===== src/rtl/alu8_pkg.sv =====
package alu8_pkg;
  localparam int DATA_W = 8;
  localparam int NIB_W  = DATA_W / 2;
  localparam int OP_W   = 5;
  localparam int CC_W   = 4;
  localparam int FLAG_W = 6;

  typedef enum logic [OP_W-1:0] {
    OP_ADD  = 5'd0,  OP_ADC  = 5'd1,  OP_SUB  = 5'd2,  OP_SBC  = 5'd3,
    OP_CP   = 5'd4,  OP_AND  = 5'd5,  OP_OR   = 5'd6,  OP_XOR  = 5'd7,
    OP_COM  = 5'd8,  OP_INC  = 5'd9,  OP_DEC  = 5'd10, OP_RL   = 5'd11,
    OP_RLC  = 5'd12, OP_RR   = 5'd13, OP_RRC  = 5'd14, OP_SRA  = 5'd15,
    OP_SWAP = 5'd16, OP_DA   = 5'd17, OP_TM   = 5'd18, OP_TCM  = 5'd19
  } alu_op_e;

  typedef struct packed {
    logic c;
    logic z;
    logic s;
    logic v;
    logic d;
    logic h;
  } flags_t;
endpackage


===== src/rtl/alu8_arith.sv =====
module alu8_arith
  import alu8_pkg::*;
(
  input  alu_op_e            op,
  input  logic [DATA_W-1:0]  a,
  input  logic [DATA_W-1:0]  b,
  input  flags_t             fin,
  output logic [DATA_W-1:0]  res,
  output flags_t             fout
);
  localparam int MSB = DATA_W - 1;
  localparam logic [NIB_W-1:0] DIGIT_MAX = NIB_W'(9);
  localparam logic [DATA_W-1:0] BYTE_MAX = DATA_W'(8'h99);
  localparam logic [NIB_W-1:0] FIX = NIB_W'(6);

  logic              cin;
  logic [DATA_W:0]   wide;
  logic [NIB_W:0]    nib;
  logic              lo_fix, hi_fix;
  logic [DATA_W-1:0] corr;

  always_comb begin
    res    = a;
    fout   = fin;
    cin    = 1'b0;
    wide   = '0;
    nib    = '0;
    lo_fix = 1'b0;
    hi_fix = 1'b0;
    corr   = '0;
    case (op)
      OP_ADD, OP_ADC: begin
        cin    = (op == OP_ADC) ? fin.c : 1'b0;
        wide   = {1'b0, a} + {1'b0, b} + {{DATA_W{1'b0}}, cin};
        nib    = {1'b0, a[NIB_W-1:0]} + {1'b0, b[NIB_W-1:0]} + {{NIB_W{1'b0}}, cin};
        res    = wide[DATA_W-1:0];
        fout.c = wide[DATA_W];
        fout.h = nib[NIB_W];
        fout.v = (a[MSB] == b[MSB]) && (res[MSB] != a[MSB]);
        fout.d = 1'b0;
      end
      OP_SUB, OP_SBC, OP_CP: begin
        cin    = (op == OP_SBC) ? fin.c : 1'b0;
        wide   = {1'b0, a} - {1'b0, b} - {{DATA_W{1'b0}}, cin};
        nib    = {1'b0, a[NIB_W-1:0]} - {1'b0, b[NIB_W-1:0]} - {{NIB_W{1'b0}}, cin};
        res    = wide[DATA_W-1:0];
        fout.c = wide[DATA_W];
        fout.v = (a[MSB] != b[MSB]) && (res[MSB] != a[MSB]);
        if (op != OP_CP) begin
          fout.h = nib[NIB_W];
          fout.d = 1'b1;
        end
      end
      OP_INC: begin
        res    = a + DATA_W'(1);
        fout.v = !a[MSB] && res[MSB];
      end
      OP_DEC: begin
        res    = a - DATA_W'(1);
        fout.v = a[MSB] && !res[MSB];
      end
      OP_DA: begin
        lo_fix = fin.d ? fin.h : (fin.h || (a[NIB_W-1:0] > DIGIT_MAX));
        hi_fix = fin.d ? fin.c : (fin.c || (a > BYTE_MAX));
        corr   = {(hi_fix ? FIX : '0), (lo_fix ? FIX : '0)};
        res    = fin.d ? (a - corr) : (a + corr);
        fout.c = fin.d ? fin.c : hi_fix;
      end
      default: ;
    endcase
    fout.z = (res == '0);
    fout.s = res[MSB];
    if (op == OP_CP) res = a;
  end
endmodule


===== src/rtl/alu8_logic.sv =====
module alu8_logic
  import alu8_pkg::*;
(
  input  alu_op_e            op,
  input  logic [DATA_W-1:0]  a,
  input  logic [DATA_W-1:0]  b,
  input  flags_t             fin,
  output logic [DATA_W-1:0]  res,
  output flags_t             fout
);
  localparam int MSB = DATA_W - 1;

  logic [DATA_W-1:0] zval;
  logic              touch;

  always_comb begin
    res   = a;
    fout  = fin;
    zval  = a;
    touch = 1'b1;
    case (op)
      OP_AND: begin res = a & b; fout.v = 1'b0; end
      OP_OR:  begin res = a | b; fout.v = 1'b0; end
      OP_XOR: begin res = a ^ b; fout.v = 1'b0; end
      OP_COM: begin res = ~a;    fout.v = 1'b0; end
      OP_RL:  begin res = {a[MSB-1:0], a[MSB]}; fout.c = a[MSB]; end
      OP_RLC: begin res = {a[MSB-1:0], fin.c};  fout.c = a[MSB]; end
      OP_RR:  begin res = {a[0], a[MSB:1]};     fout.c = a[0];   end
      OP_RRC: begin res = {fin.c, a[MSB:1]};    fout.c = a[0];   end
      OP_SRA: begin res = {a[MSB], a[MSB:1]};   fout.c = a[0]; fout.v = 1'b0; end
      OP_SWAP: res = {a[NIB_W-1:0], a[DATA_W-1:NIB_W]};
      OP_TM:   begin zval = a & b;  fout.v = 1'b0; end
      OP_TCM:  begin zval = ~a & b; fout.v = 1'b0; end
      default: touch = 1'b0;
    endcase
    if (op == OP_RL || op == OP_RLC || op == OP_RR || op == OP_RRC)
      fout.v = a[MSB] ^ res[MSB];
    if (op != OP_TM && op != OP_TCM) zval = res;
    if (touch) begin
      fout.z = (zval == '0);
      fout.s = zval[MSB];
    end
  end
endmodule


===== src/rtl/alu8_cond.sv =====
module alu8_cond
  import alu8_pkg::*;
(
  input  flags_t          f,
  input  logic [CC_W-1:0] cc,
  output logic            take
);
  logic sv;
  logic base;

  always_comb begin
    sv = f.s ^ f.v;
    case (cc[CC_W-2:0])
      3'd0: base = 1'b0;
      3'd1: base = sv;
      3'd2: base = f.z | sv;
      3'd3: base = f.c | f.z;
      3'd4: base = f.v;
      3'd5: base = f.s;
      3'd6: base = f.z;
      default: base = f.c;
    endcase
    take = cc[CC_W-1] ? !base : base;
  end
endmodule


===== src/rtl/alu8_core.sv =====
module alu8_core
  import alu8_pkg::*;
(
  input  logic              clk,
  input  logic              rst_n,
  input  logic [OP_W-1:0]   op_sel,
  input  logic [DATA_W-1:0] opnd_a,
  input  logic [DATA_W-1:0] opnd_b,
  input  logic              flag_we,
  input  logic              flag_ld,
  input  logic [FLAG_W-1:0] flag_in,
  input  logic [CC_W-1:0]   cc_sel,
  output logic [DATA_W-1:0] result,
  output logic [FLAG_W-1:0] flags_out,
  output logic              branch_take
);
  alu_op_e           op;
  flags_t            flags_q, flags_d;
  flags_t            ar_f, lg_f, alu_f;
  logic [DATA_W-1:0] ar_res, lg_res;
  logic              use_arith;

  assign op = alu_op_e'(op_sel);

  alu8_arith u_arith (.op(op), .a(opnd_a), .b(opnd_b), .fin(flags_q),
                      .res(ar_res), .fout(ar_f));
  alu8_logic u_logic (.op(op), .a(opnd_a), .b(opnd_b), .fin(flags_q),
                      .res(lg_res), .fout(lg_f));
  alu8_cond  u_cond  (.f(flags_q), .cc(cc_sel), .take(branch_take));

  always_comb begin
    case (op)
      OP_ADD, OP_ADC, OP_SUB, OP_SBC, OP_CP,
      OP_INC, OP_DEC, OP_DA: use_arith = 1'b1;
      default:               use_arith = 1'b0;
    endcase
    result = use_arith ? ar_res : lg_res;
    alu_f  = use_arith ? ar_f   : lg_f;
  end

  always_comb begin
    flags_d = flags_q;
    if (flag_ld)      flags_d = flags_t'(flag_in);
    else if (flag_we) flags_d = alu_f;
  end

  always_ff @(posedge clk or negedge rst_n) begin
    if (!rst_n) flags_q <= '0;
    else if (flag_ld || flag_we) flags_q <= flags_d;
  end

  assign flags_out = flags_q;
endmodule


===== config.mk =====
export PLATFORM = sky130hd
export DESIGN_NAME = alu8_core
export DESIGN_NICKNAME = d
export VERILOG_FILES = /design/src/rtl/alu8_pkg.sv /design/src/rtl/alu8_arith.sv /design/src/rtl/alu8_logic.sv /design/src/rtl/alu8_cond.sv /design/src/rtl/alu8_core.sv
export SDC_FILE = /design/constraint.sdc
export NUM_CORES = 1
export LEC_CHECK = 0
export BUFFER_PORTS_ARGS = -buffer_cell sky130_fd_sc_hd__buf_2
export CORE_MARGIN = 8
export CORE_UTILIZATION = 45
export CTS_CLUSTER_SIZE = 28
export DETAILED_ROUTE_END_ITERATION = 7
export MAX_ROUTING_LAYER = met4
export PLACE_DENSITY = 0.6
export SKIP_LAST_GASP = 1
export SLEW_MARGIN = 30
export SYNTH_ARGS = -nofsm -noshare
export SYNTH_HDL_FRONTEND = slang
export SYNTH_HIERARCHICAL = 1
export SYNTH_SLANG_ARGS = --single-unit

===== constraint.sdc =====
create_clock -name clk -period 8 [get_ports clk]
set_input_delay 0.4 -clock clk [delete_from_list [all_inputs] [get_ports clk]]
set_output_delay 0.4 -clock clk [all_outputs]
set_load 0.1 [all_outputs]

==> flow_metrics.env, run 1 <==
export IMPL_endpoint_kind="output pin"
export IMPL_ys_ff_latch=6
export IMPL_grt_pass1_wl_um=22300
export IMPL_cts_sinks=6
export IMPL_crit_path_start_kind="input pin"
export IMPL_row_count=34
export IMPL_synth_most_common_cell="ha_1"
export IMPL_initial_core_util_pct=46.6
export IMPL_final_setup_worst_slack_ns=2.96
export IMPL_netlist_top_cells_area="ha_1, inv_1, nor2_1, mux2i_1, xnor2_1"
export IMPL_p_sw_share_pct=60.0
export IMPL_status="finished, final reports clean"
export IMPL_synth_edf_count=0
export IMPL_cts_buffers=3
export IMPL_synthCells=542
export IMPL_finalMaxSlewViolations=0
export IMPL_p_int_w=0.000195
export IMPL_dpl_hpwl_um=10700
export IMPL_setup_viol=0
export IMPL_fp_dieArea_um2=12300
export IMPL_cts_path_max_buffers=2
export IMPL_num_antenna_cells=0
export IMPL_cap_violations=0
export IMPL_synthFlopType="dfrtp_1"
export IMPL_holdBufCountCts=1
export IMPL_worst_ep_arrival_time_ns=4.64
export IMPL_fin_setup_tns_ns=0
export IMPL_synth_top_area_cell="ha_1"
export IMPL_pre_cts_slack_ns=3.01
export IMPL_grt_ovfl_total=0
export IMPL_finalPower_w=0.000489
export IMPL_path_max_fanout=38
export IMPL_wl_per_cell_um=20.4
export IMPL_drtIter0Drc=310
export IMPL_synth_async_reset_ratio_pct=100
export IMPL_net_switching_power_w=0.000293
export IMPL_ant_nets=0
export IMPL_dr_pass1_iters=7
export IMPL_seq_area_frac_synth_pct=3.69
export IMPL_yosysWarnings=6
export IMPL_areaGrowthSynthToFinish_pct=6.59
export IMPL_period_minus_slack_ns=5.04
export IMPL_layout_drive_gt1_share_pct=15.3
export IMPL_pin_count=50
export IMPL_core_um2=8720
export IMPL_fp_dieH_um=111
export IMPL_cts_repair_resize_count=0
export IMPL_place_area_um2=4280
export IMPL_p_leak_nw=1.88
export IMPL_largest_reg_flops=6
export IMPL_max_slew_margin_rel_pct=42.5
export IMPL_vias=4355
export IMPL_fin_skew_ns=0.00244
export IMPL_required_ns=7.60
export IMPL_worst_slew_pin_slew_ns=0.862
export IMPL_p_clk_share_pct=9.1
export IMPL_hp_class="input pin to register"
export IMPL_drc_errors=0
export IMPL_viasPerCell=6.42
export IMPL_io_buffers=49
export IMPL_cts_tree="yes"
export IMPL_wl_um=13900
export IMPL_fill_cells=889
export IMPL_post_cts_setup_buffers=0
export IMPL_yosysUniqueCellTypes=87
export IMPL_grt_pass1_vias=4217
export IMPL_finalInstanceArea_um2=4330
export IMPL_crit_type="input pin to output pin"
export IMPL_cts_clk_slew_worst_paths_ns=0.04
export IMPL_synth_area_um2=4060
export IMPL_rsz0062_at_grt="false"
export IMPL_fin_nets=672
export IMPL_vdd_drop_max_mv=0.0484
export IMPL_p_per_area_nw_per_um2=113
export IMPL_cts_root_buf="clkbuf_8"
export IMPL_synth_top_area_share_pct=18.8
export IMPL_grtUsageTotal_pct=21.8
export IMPL_avgSynthCellArea_um2=7.50
export IMPL_worst_skew_pair_late_latency_ns=0.22
export IMPL_clock_fmax_mhz=198
export IMPL_hold_viol=0
export IMPL_yosys_top_cells_count="ha_1, inv_1, nor2_1"
export IMPL_syn_nets=642
export IMPL_htreeDepth=1
export IMPL_die_w_um=111
export IMPL_p_comb_share_pct=82.7
export IMPL_final_util_pct=49.7
export IMPL_period_share_pct=63.0
export IMPL_finalWeightedCongestion=0.996
export IMPL_pwr_share_seq_pct=8.2
export IMPL_grt_antenna_before_repair=0
export IMPL_grt_max_degree=48
==> kinds of logic after synthesis <==
group                      after synthesis  share of synthesized area (%)
buffers and inverters                   76                           9.02
and+or+nand+nor                        175                           23.8
xor gates and xnor gates                23                           4.96
DFF                                      6                           3.69
adders and majority gates               65                           20.8
muxes                                   27                           7.36
AOI/OAI and AO/OA                      170                           30.4
==> cells in the final DEF (no fill, tap or decap), drive strengths merged, types with 4 or more instances in the layout <==
cell type,synthesis,layout
ha,61,61
buf,18,52
inv,48,48
nor2,46,46
o21ai,32,32
nand2,30,30
a21oi,29,29
xnor2,18,18
nor3,17,17
mux2i,16,16
a31oi,12,12
a22oi,11,11
mux2,11,11
nor2b,10,10
o211ai,10,10
nand3,10,10
nor3b,9,9
o22ai,9,9
nor4,9,9
dfrtp,6,6
and3,6,6
a211oi,6,6
nand3b,6,6
xor2,5,5
a21o,5,5
o31ai,5,5
nand2b,4,4
o21a,4,4
nand4,4,4
a221o,4,4
fa,4,4
and2,4,4
a2111oi,4,4
==> worst paths after layout <==
check,from,end,slack (ns),cells after the start
worst max-delay path,op_sel[2],result[6],2.96,14
worst min-delay path,flag_in[3],flags_out[3]$_DFFE_PN0P_,0.43,3
worst max register to register,flags_out[5]$_DFFE_PN0P_,flags_out[4]$_DFFE_PN0P_,4.31,14
worst min register to register,flags_out[3]$_DFFE_PN0P_,flags_out[3]$_DFFE_PN0P_,0.62,2
max in group asynchronous,rst_n,flags_out[5]$_DFFE_PN0P_,7.31,2
min in group asynchronous,rst_n,flags_out[4]$_DFFE_PN0P_,0.54,2
==> power groups by stage <==
stage,Combinational [W],Sequential (W),Clock [W]
final,0.000404,0.0000400,0.0000444
after global placement,0.000395,0.0000402,0
after CTS,0.000399,0.0000401,0.0000452
after global routing,0.000433,0.0000410,0.0000474
after floorplan,0.000284,0.0000655,0
after detailed placement,0.000397,0.0000405,0
==> metrics by stage <==
step | std cells | hold slack [ns]
finish | 678 | 0.426
global route | 678 | 0.449
floorplan | 542 | 0.104
global placement | 674 | 0.228
CTS | 678 | 0.432
detailed placement | 674 | 0.229
==> worst max-delay path: stages <==
cell and delay, ns:
buf_2 0.29, nor3_1 0.65, nand4_1 0.21, fa_1 0.47, fa_1 0.43, nand2b_1 0.16
a21oi_1 0.29, o21ai_0 0.20, xnor2_1 0.18, o221ai_1 0.12, a221o_1 0.38, mux2_2 0.30
mux2_4 0.26, buf_2 0.30
==> area by class of cell <==
cell class	instances	area, µm²	share of cell area [%]
repair buffers	53	278	6.41
well taps	108	135	3.12
clock buffers	3	41.3	0.953
inverters	48	180	4.16
flip-flops and latches	6	150	3.47
multi-input cells	460	3550	81.9
==> layer usage <==
metal,track usage (%),part of all wire [%],vias up
met2,32.6,43,203
li1,-,-,2086
met3,3.46,7.3,25
met4,5.96,2.3,0
met1,29.7,47,2041
met5,-,0,-
Power figures use the tool's default switching activity.
==> run 2: changes to the inputs <==
Clock period 8 ns to 4.8 ns, I/O delays scaled along.
==> flow_metrics.env, run 2 (synthesis gave the netlist of run 1 again) <==
export IMPL_core_um2=8720
export IMPL_fin_nets=679
export IMPL_grt_max_degree=47
export IMPL_fin_setup_tns_ns=0
export IMPL_cts_repair_resize_count=0
export IMPL_num_antenna_cells=0
export IMPL_htreeDepth=1
export IMPL_crit_path_start_kind="input pin"
export IMPL_hold_viol=0
export IMPL_reg2reg_from="flags_out[5]$_DFFE_PN0P_"
export IMPL_period_share_pct=86.6
export IMPL_worst_ep_arrival_time_ns=3.92
export IMPL_setup_viol=0
export IMPL_clock_fmax_mhz=241
export IMPL_hp_class="input pin to register"
export IMPL_holdBufCountCts=1
export IMPL_period_minus_slack_ns=4.16
export IMPL_grt_pass1_vias=4176
export IMPL_wl_um=14300
export IMPL_ant_nets=0
export IMPL_layout_drive_gt1_share_pct=16.3
export IMPL_path_cells="buf_2, buf_4, nor4_2, and3_1, fa_1, inv_1, fa_1, o21bai_1, a21oi_1, o21bai_1, a21oi_1, xnor2_1, a221o_1, mux2_2, mux2_4, buf_2"
export IMPL_rsz0062_at_grt="false"
export IMPL_path_max_fanout=46
export IMPL_final_util_pct=50.3
export IMPL_grt_pass1_wl_um=22800
export IMPL_p_leak_nw=1.92
export IMPL_final_setup_worst_slack_ns=0.643
export IMPL_areaGrowthSynthToFinish_pct=7.88
export IMPL_drtIter0Drc=418
export IMPL_worst_slew_pin_slew_ns=0.817
export IMPL_max_stage_delay_ns=0.44
export IMPL_dpl_cell_count=681
export IMPL_hp_start="flag_in[3]"
export IMPL_status="finished, final reports clean"
export IMPL_finalWeightedCongestion=0.955
export IMPL_worst_skew_pair_late_latency_ns=0.23
export IMPL_drc_errors=0
export IMPL_p_per_area_nw_per_um2=188
export IMPL_grt_ovfl_total=0
export IMPL_finalInstanceArea_um2=4380
export IMPL_cts_root_buf="clkbuf_8"
export IMPL_startpoint="op_sel[1]"
export IMPL_final_common_cell="ha_1"
export IMPL_final_cell_mix="ha_1, buf_2, inv_1, nor2_1"
export IMPL_place_area_um2=4330
export IMPL_fin_skew_ns=0.00290
export IMPL_cap_violations=0
export IMPL_cts_path_max_buffers=2
export IMPL_finalMaxSlewViolations=0
export IMPL_cts_tree="yes"
export IMPL_wl_per_cell_um=20.9
export IMPL_fill_cells=880
export IMPL_pin_count=50
export IMPL_fp_dieH_um=111
export IMPL_crit_family="compound AO/OA/AOI/OAI gates"
export IMPL_crit_slowest_cell="fa_1"
export IMPL_io_buffers=49
export IMPL_die_w_um=111
export IMPL_pre_cts_slack_ns=0.669
export IMPL_row_count=34
export IMPL_cts_sinks=6
export IMPL_dpl_hpwl_um=11000
export IMPL_endpoint_kind="output pin"
export IMPL_max_slew_margin_rel_pct=45.4
export IMPL_cts_buffers=3
export IMPL_vias=4453
export IMPL_grt_antenna_before_repair=0
export IMPL_cts_clk_slew_worst_paths_ns=0.04
export IMPL_crit_type="input pin to output pin"
export IMPL_fp_dieArea_um2=12300
export IMPL_fin_cells=685
export IMPL_post_cts_setup_buffers=0
export IMPL_path_buf_inv=4
export IMPL_required_ns=4.56
export IMPL_vdd_drop_max_mv=0.122
export IMPL_initial_core_util_pct=46.6
export IMPL_viasPerCell=6.50
export IMPL_grtUsageTotal_pct=22.7
export IMPL_largest_reg_flops=6
export IMPL_dr_pass1_iters=6
## run 2: cell count changes in the layout (fill, tap and decap cells not counted)
cell and change:
buf_4 +7
## run 2: cell type report
class	instances	area [µm²]	area share, %
timing repair buffer	60	330	7.53
clock buffer	3	41.3	0.942
sequential	6	150	3.42
inverter	48	180	4.11
multi-input combinational	460	3550	80.9
tap	108	135	3.08
## run 2: path summary, 6_finish.rpt
kind / slack, ns / depth (start not counted) / to
max: 0.64 / 16 / result[6]
min: 0.26 / 3 / flags_out[3]$_DFFE_PN0P_
max reg2reg: 1.18 / 13 / flags_out[4]$_DFFE_PN0P_
min reg2reg: 0.61 / 2 / flags_out[3]$_DFFE_PN0P_
max in group asynchronous: 4.29 / 2 / flags_out[1]$_DFFE_PN0P_
min in group asynchronous: 0.37 / 2 / flags_out[2]$_DFFE_PN0P_
## run 2: stage by stage
| step | power, W | hold slack [ns] |
|---|---|---|
| after global placement | 0.000731 | 0.0675 |
| final | 0.000823 | 0.263 |
| after floorplan | 0.000582 | -0.0556 |
| after CTS | 0.000819 | 0.266 |
| after global routing | 0.000878 | 0.271 |
| after detailed placement | 0.000737 | 0.0693 |
## run 2: worst reg2reg max path: stages (launching register included)
cell	delay, ns
dfrtp_1	0.37
nand4_1	0.19
fa_1	0.59
inv_1	0.06
ha_1	0.17
o21ai_0	0.36
nand3b_1	0.15
xor2_1	0.16
a222oi_1	0.38
o2111ai_1	0.21
or4_1	0.56
nor3_2	0.12
mux2i_1	0.08
o21ai_0	0.14
## run 2: per-layer routing
layer	vias up	wire, µm	track usage [%]
met5	-	0	-
met3	23	1340	3.95
met1	2098	6380	30.5
met2	229	6290	33.9
li1	2103	-	-
met4	0	304	6.58
## run 2: where the power goes
group / internal (W) / switching, W / leakage, nW / total [W]
registers: 0.0000567 / 0.00000970 / 0.0736 / 0.0000664
clock network: 0.0000540 / 0.0000231 / 0.0216 / 0.0000771
logic: 0.000220 / 0.000460 / 1.82 / 0.000679
